<file path="src/rtl/sdm_pkg.sv">
// Package: shared state encoding and constants for the strobed display master.
// Assumes: nothing beyond a SystemVerilog 2017 compiler.
package sdm_pkg;
    typedef enum logic [3:0] {
        ST_IDLE,   // bus idle, all lines high
        ST_LEAD,   // delay before strobe falls
        ST_FRAME,  // strobe low, delay before first clock
        ST_WLO,    // write bit: clock low
        ST_WDAT,   // write bit: data driven
        ST_WHI,    // write bit: clock high
        ST_TURN,   // data line released, turnaround wait
        ST_RLO,    // read bit: clock low
        ST_RHI,    // read bit: clock high, sample at end
        ST_TAIL    // delay before releasing the frame
    } sdm_state_t;

    localparam logic [7:0] SDM_READ_CMD = 8'h42;
endpackage

</file>
<file path="src/rtl/sdm_phase_timer.sv">
// Module: down-counter that times one bus phase.
// Loading with period P makes zero_o rise after max(P,1) cycles.
// Assumes: load_i is asserted on the cycle a phase begins.
module sdm_phase_timer #(
    parameter int W = 8
) (
    input  logic         clk,
    input  logic         rst_n,
    input  logic         load_i,
    input  logic [W-1:0] period_i,
    output logic         zero_o
);
    logic [W-1:0] cnt_q;
    logic [W-1:0] eff;

    // Clamp a zero period to one cycle.
    always_comb eff = (period_i == '0) ? W'(1) : period_i;

    // Reload on phase start, otherwise count down to zero.
    always_ff @(posedge clk) begin
        if (!rst_n)              cnt_q <= '0;
        else if (load_i)         cnt_q <= eff - W'(1);
        else if (cnt_q != '0)    cnt_q <= cnt_q - W'(1);
    end

    assign zero_o = (cnt_q == '0);
endmodule

</file>
<file path="src/rtl/sdm_rx_collect.sv">
// Module: assembles read bits into the packed result word.
// The first bit of each byte goes to the byte's bit 7.
// Assumes: byte_i < NB whenever smp_i is high.
module sdm_rx_collect #(
    parameter int NB    = 4,
    parameter int IDX_W = 2
) (
    input  logic            clk,
    input  logic            rst_n,
    input  logic            clr_i,
    input  logic            smp_i,
    input  logic [IDX_W-1:0] byte_i,
    input  logic [2:0]      bit_i,
    input  logic            din_i,
    output logic [8*NB-1:0] data_o
);
    // Clear at the start of a read, then store each sampled bit in place.
    always_ff @(posedge clk) begin
        if (!rst_n)     data_o <= '0;
        else if (clr_i) data_o <= '0;
        else if (smp_i) data_o[int'(byte_i) * 8 + (7 - int'(bit_i))] <= din_i;
    end
endmodule

</file>
<file path="src/rtl/strobe_disp_master.sv">
// Module: three-wire strobed bus master for a display/keypad controller.
// Sends a byte stream (write) or the read command followed by 1..NB read bytes.
// Assumes: start_i only while busy_o is low; the far side changes dio_i after a clock fall.
module strobe_disp_master
    import sdm_pkg::*;
#(
    parameter int DLY_W = 8,
    parameter int NB    = 4
) (
    input  logic             clk,
    input  logic             rst_n,
    input  logic             start_i,
    input  logic             rd_i,
    input  logic [2:0]       rd_cnt_i,
    input  logic [DLY_W-1:0] delay_i,
    input  logic [7:0]       tx_byte_i,
    input  logic             tx_last_i,
    output logic             tx_take_o,
    output logic             busy_o,
    output logic             done_o,
    output logic             err_o,
    output logic [8*NB-1:0]  result_o,
    output logic             stb_o,
    output logic             sclk_o,
    output logic             dio_o,
    output logic             dio_oe_o,
    input  logic             dio_i
);
    localparam int IDX_W = (NB > 1) ? $clog2(NB) : 1;

    sdm_state_t       state_q;
    logic [DLY_W-1:0] dly_q;
    logic [7:0]       sh_q;
    logic [2:0]       bit_q;
    logic [IDX_W-1:0] byte_q;
    logic [IDX_W-1:0] last_idx_q;
    logic             rd_q;
    logic             last_q;
    logic             bad_cnt;
    logic             accept;
    logic             tmr_load;
    logic             tmr_zero;
    logic [DLY_W-1:0] period;

    // Decide whether a start request is legal.
    always_comb begin
        bad_cnt = rd_i && ((rd_cnt_i == 3'd0) || (int'(rd_cnt_i) > NB));
        accept  = (state_q == ST_IDLE) && start_i && !bad_cnt;
    end

    // Reload the phase timer at each phase boundary.
    always_comb begin
        period   = (state_q == ST_IDLE) ? delay_i : dly_q;
        tmr_load = accept || ((state_q != ST_IDLE) && tmr_zero);
    end

    sdm_phase_timer #(.W(DLY_W)) u_tmr (
        .clk      (clk),
        .rst_n    (rst_n),
        .load_i   (tmr_load),
        .period_i (period),
        .zero_o   (tmr_zero)
    );

    sdm_rx_collect #(.NB(NB), .IDX_W(IDX_W)) u_rx (
        .clk    (clk),
        .rst_n  (rst_n),
        .clr_i  (accept && rd_i),
        .smp_i  ((state_q == ST_RHI) && tmr_zero),
        .byte_i (byte_q),
        .bit_i  (bit_q),
        .din_i  (dio_i),
        .data_o (result_o)
    );

    // Phase sequencer and registered bus lines.
    always_ff @(posedge clk) begin
        if (!rst_n) begin
            state_q    <= ST_IDLE;
            dly_q      <= '0;
            sh_q       <= '0;
            bit_q      <= '0;
            byte_q     <= '0;
            last_idx_q <= '0;
            rd_q       <= 1'b0;
            last_q     <= 1'b0;
            tx_take_o  <= 1'b0;
            busy_o     <= 1'b0;
            done_o     <= 1'b0;
            err_o      <= 1'b0;
            stb_o      <= 1'b1;
            sclk_o     <= 1'b1;
            dio_o      <= 1'b1;
            dio_oe_o   <= 1'b1;
        end else begin
            tx_take_o <= 1'b0;
            done_o    <= 1'b0;
            err_o     <= 1'b0;
            case (state_q)
                ST_IDLE: begin
                    if (start_i && bad_cnt) begin
                        done_o <= 1'b1;
                        err_o  <= 1'b1;
                    end else if (accept) begin
                        state_q    <= ST_LEAD;
                        busy_o     <= 1'b1;
                        dly_q      <= delay_i;
                        rd_q       <= rd_i;
                        bit_q      <= '0;
                        byte_q     <= '0;
                        last_idx_q <= IDX_W'(rd_cnt_i - 3'd1);
                        if (rd_i) begin
                            sh_q   <= SDM_READ_CMD;
                            last_q <= 1'b1;
                        end else begin
                            sh_q      <= tx_byte_i;
                            last_q    <= tx_last_i;
                            tx_take_o <= 1'b1;
                        end
                    end
                end
                ST_LEAD: if (tmr_zero) begin
                    state_q <= ST_FRAME;
                    stb_o   <= 1'b0;
                end
                ST_FRAME: if (tmr_zero) begin
                    state_q <= ST_WLO;
                    sclk_o  <= 1'b0;
                end
                ST_WLO: if (tmr_zero) begin
                    state_q <= ST_WDAT;
                    dio_o   <= sh_q[0];
                end
                ST_WDAT: if (tmr_zero) begin
                    state_q <= ST_WHI;
                    sclk_o  <= 1'b1;
                end
                ST_WHI: if (tmr_zero) begin
                    sh_q  <= {1'b0, sh_q[7:1]};
                    bit_q <= bit_q + 3'd1;
                    if (bit_q != 3'd7) begin
                        state_q <= ST_WLO;
                        sclk_o  <= 1'b0;
                    end else if (rd_q) begin
                        state_q  <= ST_TURN;
                        dio_oe_o <= 1'b0;
                    end else if (last_q) begin
                        state_q <= ST_TAIL;
                    end else begin
                        state_q   <= ST_WLO;
                        sclk_o    <= 1'b0;
                        sh_q      <= tx_byte_i;
                        last_q    <= tx_last_i;
                        tx_take_o <= 1'b1;
                    end
                end
                ST_TURN: if (tmr_zero) begin
                    state_q <= ST_RLO;
                    sclk_o  <= 1'b0;
                end
                ST_RLO: if (tmr_zero) begin
                    state_q <= ST_RHI;
                    sclk_o  <= 1'b1;
                end
                ST_RHI: if (tmr_zero) begin
                    bit_q <= bit_q + 3'd1;
                    if (bit_q != 3'd7) begin
                        state_q <= ST_RLO;
                        sclk_o  <= 1'b0;
                    end else if (byte_q == last_idx_q) begin
                        state_q <= ST_TAIL;
                    end else begin
                        byte_q  <= byte_q + IDX_W'(1);
                        state_q <= ST_RLO;
                        sclk_o  <= 1'b0;
                    end
                end
                ST_TAIL: if (tmr_zero) begin
                    state_q  <= ST_IDLE;
                    busy_o   <= 1'b0;
                    done_o   <= 1'b1;
                    stb_o    <= 1'b1;
                    sclk_o   <= 1'b1;
                    dio_o    <= 1'b1;
                    dio_oe_o <= 1'b1;
                end
                default: state_q <= ST_IDLE;
            endcase
        end
    end
endmodule

</file>
<file path="config.mk">
export PLATFORM = sky130hd
export DESIGN_NAME = strobe_disp_master
export DESIGN_NICKNAME = d
export VERILOG_FILES = /design/src/rtl/sdm_pkg.sv /design/src/rtl/sdm_phase_timer.sv /design/src/rtl/sdm_rx_collect.sv /design/src/rtl/strobe_disp_master.sv
export SDC_FILE = /design/constraint.sdc
export NUM_CORES = 1
export LEC_CHECK = 0
export ABC_AREA = 1
export BUFFER_PORTS_ARGS = -buffer_cell sky130_fd_sc_hd__buf_2
export CAP_MARGIN = 20
export CORE_MARGIN = 8
export CORE_UTILIZATION = 30
export CTS_CLUSTER_SIZE = 30
export DETAILED_ROUTE_END_ITERATION = 10
export GPL_ROUTABILITY_DRIVEN = 0
export SLEW_MARGIN = 30
export SYNTH_ARGS = -nofsm -noshare
export SYNTH_HDL_FRONTEND = slang
export SYNTH_SLANG_ARGS = --single-unit
</file>
<file path="constraint.sdc">
create_clock -name clk -period 3.99 [get_ports clk]
set_input_delay 0 -clock clk [delete_from_list [all_inputs] [get_ports clk]]
set_output_delay 0 -clock clk [all_outputs]
set_load 0.05 [all_outputs]
</file>
* After elaboration in Yosys (flattened, before gate mapping)
Cells that the tools add are included.
** Storage, ports and cells
- Word-level logic and storage cells :: 186
- Register bits :: 77
- Input port bits :: 25
** Cells by class
- Add/sub/neg operators :: 7
- Multiplexer cells :: 81
- Reduce and logical (&&, ||, !) cells :: 42
- Order comparisons :: 3
- Bitwise gates (word level) :: 2
- Equality and inequality tests :: 33
** Operators with widths (count)
- two-way mux 8 bit :: 11
- two-way mux 4 bit :: 16
- case mux 4 bit (10 select lines) :: 1
- adder 6 x 32 -> 32 bit :: 1
- bitwise mux 32 bit :: 1
- greater-or-equal comparator 32 x 1 -> 1 bit (second input constant) :: 1
- less-than comparator 32 x 7 -> 1 bit (second input constant) :: 1
- two-way mux 1 bit :: 32
- != test 2 bit (second input constant) :: 16
- == test 4 x 3 -> 1 bit (second input constant) :: 4
- zero test 8 bit :: 2
- case mux 8 bit (2 select lines) :: 1
- nonzero test 2 bit :: 8
- subtractor 8 x 1 -> 8 bit (second input constant) :: 2
- case mux 1 bit (2 select lines) :: 7
- != test 3 bit (second input constant) :: 4
- AND reduction 4 bit :: 3
- AND reduction 6 bit :: 2
- AND reduction 11 bit :: 1
- two-way mux 2 bit :: 5
- two-way mux 3 bit :: 3
- AND reduction 3 bit :: 3
- == test 4 x 2 -> 1 bit (second input constant) :: 2
- == test 4 bit (second input constant) :: 2
- 25 further kinds :: 39

* Logic depth before layout (Yosys ltp)
- Word-level depth :: 8
- Mapped depth :: 19
- Depth with buffers taken out :: 18

* Cells and area by module
Synthesis repeated with hierarchy kept, for this count alone.
** Second synthesis, totals
- Cell total of the unflattened synthesis :: 655
- Area, all modules :: 4053.9 µm²
** Modules (own cells, without submodules)
- strobe_disp_master :: seq. area each 740.7 µm², area an instance 2143.3 µm², instances 1, cells an instance 344
- sdm_rx_collect :: seq. area each 640.6 µm², area an instance 1391.3 µm², instances 1, cells an instance 223
- sdm_phase_timer :: seq. area each 160.2 µm², area an instance 519.2 µm², instances 1, cells an instance 88

* Least setup slack after synthesis
No wires, ideal clock.
- Path type :: register -> register
- Start point :: reg state_q[1]
- End point :: reg u_tmr.cnt_q[6]
- Period minus slack after synthesis :: 2064 ps
- Slack :: 1926 ps
- Data arrival time :: 1944 ps
- Path buffers :: 1
- Stages on the path, launching flop included :: 17
- Cells stage by stage :: dfxtp_1 > nor2_4 > nand2_4 > nor2_4 > nand2_4 > nand2_1 > buf_6 > or2_1 > nand2_2 > ha_1 > inv_1 > nor2_1 > nand3_1 > nand2_1 > inv_1 > nor2_1 > nor2_1
** On the way
- Longest elaborated chain between the ends :: 6
** Ends and longest elaborated chain
- start, declared :: line strobe_disp_master.sv:31 : sdm_state_t state_q;
- start signal, assigned :: line strobe_disp_master.sv:79 : state_q <= ST_IDLE;
- start signal, assigned :: line strobe_disp_master.sv:105 : state_q <= ST_LEAD;
- start signal, assigned :: line strobe_disp_master.sv:123 : state_q <= ST_FRAME;
- zero test 4 bit :: line strobe_disp_master.sv:48, strobe_disp_master.sv:53
- two-way mux 8 bit :: line strobe_disp_master.sv:53 : period = (state_q == ST_IDLE) ? delay_i : dly_q;
- zero test 8 bit :: line sdm_phase_timer.sv:17 : always_comb eff = (period_i == '0) ? W'(1) : period_i;
- two-way mux 8 bit :: line sdm_phase_timer.sv:17
- subtractor 8 x 1 -> 8 bit :: line sdm_phase_timer.sv:22 : else if (load_i) cnt_q <= eff - W'(1);
- two-way mux 8 bit :: line sdm_phase_timer.sv:22
- end signal, assigned :: line sdm_phase_timer.sv:22
- end signal, assigned :: line sdm_phase_timer.sv:23 : else if (cnt_q != '0) cnt_q <= cnt_q - W'(1);
- end, declared :: line sdm_phase_timer.sv:13 : logic [W-1:0] cnt_q;
Parallel ways exist; a longest one is shown, timed or not.
A chain may end at the register's enable or synchronous reset.

* Final worst setup path
- Start point :: reg state_q[0]
- End point :: reg u_tmr.cnt_q[6]
Same word-level chain as after synthesis.

==> metrics.md <==
| Metric | Value |
|---|---|
| Status | `complete, no violations` |
| HP Class | `in -> reg` |
| Via count | `roughly 3800` |
| RSZ-0062 raised after global routing | `false` |
| Number of post-CTS setup repair buffers | `0` |
| Mean post-synth cell area | `6.98 sq um` |
| Core ar. | `12600 sq um` |
| Layout cells sized above 1 | `0.170` |
| I/O pins | `65` |
| Commonest non-fill, non-tap cell in the layout | `nor2_1` |
| Met2 Resource Use GR | `0.205` |
| First-pass GRT wire length | `between 15 and 20 mm` |
| Met3 Track Usage GR | `0.0308` |
| Slew Viols, Final | `0` |
| Pre-CTS setup slack | `1420 ps` |
| Hold Path Origin | `rd_i` |
| DRC | `0` |
| Synth area leaders | `dfxtp_1, nor2_1, o21ai_0` |
| Leak | `2.15 nW` |
| Sequential element share of the synthesized area | `0.398` |
| WL/cell | `12.5 um` |
| Largest net degree at the start of global routing | `33` |
| Post-synth top area cell | `dfxtp_1` |
| Worst slew pin tran | `between 800 and 900 ps` |
| Final hold vios | `0` |
| TritonCTS clock tree | `done` |
| Final period util | `0.652` |
| Starting DRC count in detailed routing | `226` |
| Clock Pin Slew Worst Setup and Hold Paths | `60 ps` |
| Port bufs | `between 60 and 70` |
| Fmax | `between 0.3 and 0.4 GHz` |
| Cts repair resizes | `0` |
| Power per cell area | `667 nW/um^2` |
| Standard-cell rows | `41` |
| Vias in the first global route | `3573` |
| TritonRoute pass-1 iters | `4` |
| Post-DP HPWL | `roughly 7.4 mm` |
| Initial antenna violation count | `0` |
| CTS root buf | `clkbuf_16` |
| WS Path Type | `reg -> reg` |
| Syn_nets | `591` |
| Max-capacitance violation count | `0` |
| Placement Cell Area | `approximately 4300 sq um` |
| Design Area, Final | `4830 sq um` |
| Tmin final | `roughly 2600 ps` |
| Clk_lat worst skew | `340 ps` |
| Layout net count | `between 600 and 700` |
| Crit path DAT | `between 2000 and 3000 ps` |
| VDD IR max | `roughly 0.00043 V` |
| Die W | `130 um` |
| CTS Buf Count | `9` |
| Critical R2R Launch | `state_q[0]` |
| Synth Cell Area | `3870 sq um` |
| Routed wire length | `10.0 mm` |
| Slew margin rel. | `0.461` |
| DRT antenna net count | `0` |
| Starting Density | `0.307` |
| Die area | `16800 sq um` |
| Final Util | `0.383` |
| GR peak layer | `met2` |
| Worst setup startpoint | `state_q[0]` |
| Most frequent cells in the layout | `nor2_1, nand2_1, dfxtp_1, o21ai_0, buf_2` |
| CTS Buffer Depth | `2` |
| Tot GR Track Use | `0.124` |
| Critical Path RT | `4210 ps` |
| Area growth from synthesis to layout | `24.7%` |
| Synth Instances | `between 500 and 600` |
| Max H-tree Level | `3` |
| # diodes | `0` |
| GRT overflow | `0` |
| Hold Buf Count CTS | `18` |
| Via/cell ratio | `4.70` |
| Crit path max fanout | `25` |
| Yosys warns | `0` |
| Flops & latches, synth | `77` |
| Post-route setup slack | `roughly 1400 ps` |
| Critical Path Source Type | `register` |
| Worst Skew | `8.75 ps` |
| CTS Sinks | `77` |
| Met1 usage | `0.149` |
| Final setup violation count | `0` |
| Kind of end point of the critical path | `register` |
| Distinct cells, synth | `36` |
| Die H | `130 um` |
| Post-synth top area share | `0.398` |
| Post-route setup TNS | `0 ps` |
[cell families after synthesis]
kind of cell	synth area share
AO/OA/AOI/OAI	0.173
XOR/XNOR	0.00452
adder cells (fa/ha/maj)	0.0355
buffers and inverters	0.0775
flip-flops	0.398
AND/OR/NAND/NOR	0.311
[stage by stage]
stage	hold slack, ps	total power, W	std cells
finish	19.7	0.00322	806
global route	33.6	0.00348	806
CTS	3.84	0.00324	806
detailed placement	209	0.00229	772
global placement	203	0.00227	772
floorplan	90.0	0.00205	555
[state kept, by name, summed over array words and instances (netlist names), 2 cells and up]
register	count
dly_q	8
byte_q	2
sh_q	8
last_idx_q	2
u_tmr.cnt_q	8
bit_q	3
u_rx.data_o	32
state_q	4
[final timing paths]
check	to	slack, ps	cells after the start
setup reg to reg	u_tmr.cnt_q[6]	1390	15
hold / removal	err_o	20	3
setup / recovery	u_tmr.cnt_q[6]	1390	15
hold reg to reg	dly_q[2]	450	2
[final cells by class]
class | count | area [sq um]
multi-input cells | 406 | 2030
inverters | 53 | 199
fillers | 1361 | 7790
clock inverters | 5 | 108
flip-flops and latches | 77 | 1540
repair buffers | 82 | 500
clock buffers | 11 | 233
well taps | 172 | 215
[routing by layer]
metal,routed length [um],up-vias
li1,-,1982
met1,4740,1699
met2,4540,87
met3,560,17
met4,206,0
met5,0,-
[power breakdown]
part | switching, W | leakage (nW) | total [W] | internal (W)
Sequential | 0.0000875 | 0.627 | 0.000987 | 0.000899
Combinational | 0.000883 | 1.36 | 0.00130 | 0.000414
Clock | 0.000319 | 0.164 | 0.000934 | 0.000615
[cell usage after synthesis]
master and instances:
o311ai_0 1, a211oi_1 4, nand2_1 85, a221oi_1 2, o21ai_0 68, a21oi_4 1
inv_1 50, nand4_1 6, xor2_1 2, inv_2 3, o21ai_2 2, nor3_1 37
nor2_1 103, o2111ai_1 1, clkbuf_1 9, o31ai_1 1, nor2_4 3, a31oi_1 7
a21oi_2 1, buf_4 2, nand3_1 18, or2_2 2, o21ai_1 3, nor2_2 5
or2_1 1, o21a_1 2, nand2_2 10, buf_2 6, a21oi_1 23, ha_1 11
o311a_1 1, o21bai_1 2, nand3b_1 1, buf_6 2, nand2_4 3, dfxtp_1 77
[worst max-delay path, stage by stage (launching register included)]
cell	delay [ps]
dfxtp_1	490
nor2_4	70
nand2_4	190
nor2_4	60
nand2_4	210
nand2_1	270
or2_1	310
nand2_2	120
ha_1	180
inv_1	50
nor2_1	200
nand3_1	110
nand2_1	70
inv_1	30
nor2_1	70
nor2_1	40
No activity file was read; power rests on OpenSTA's default activity.
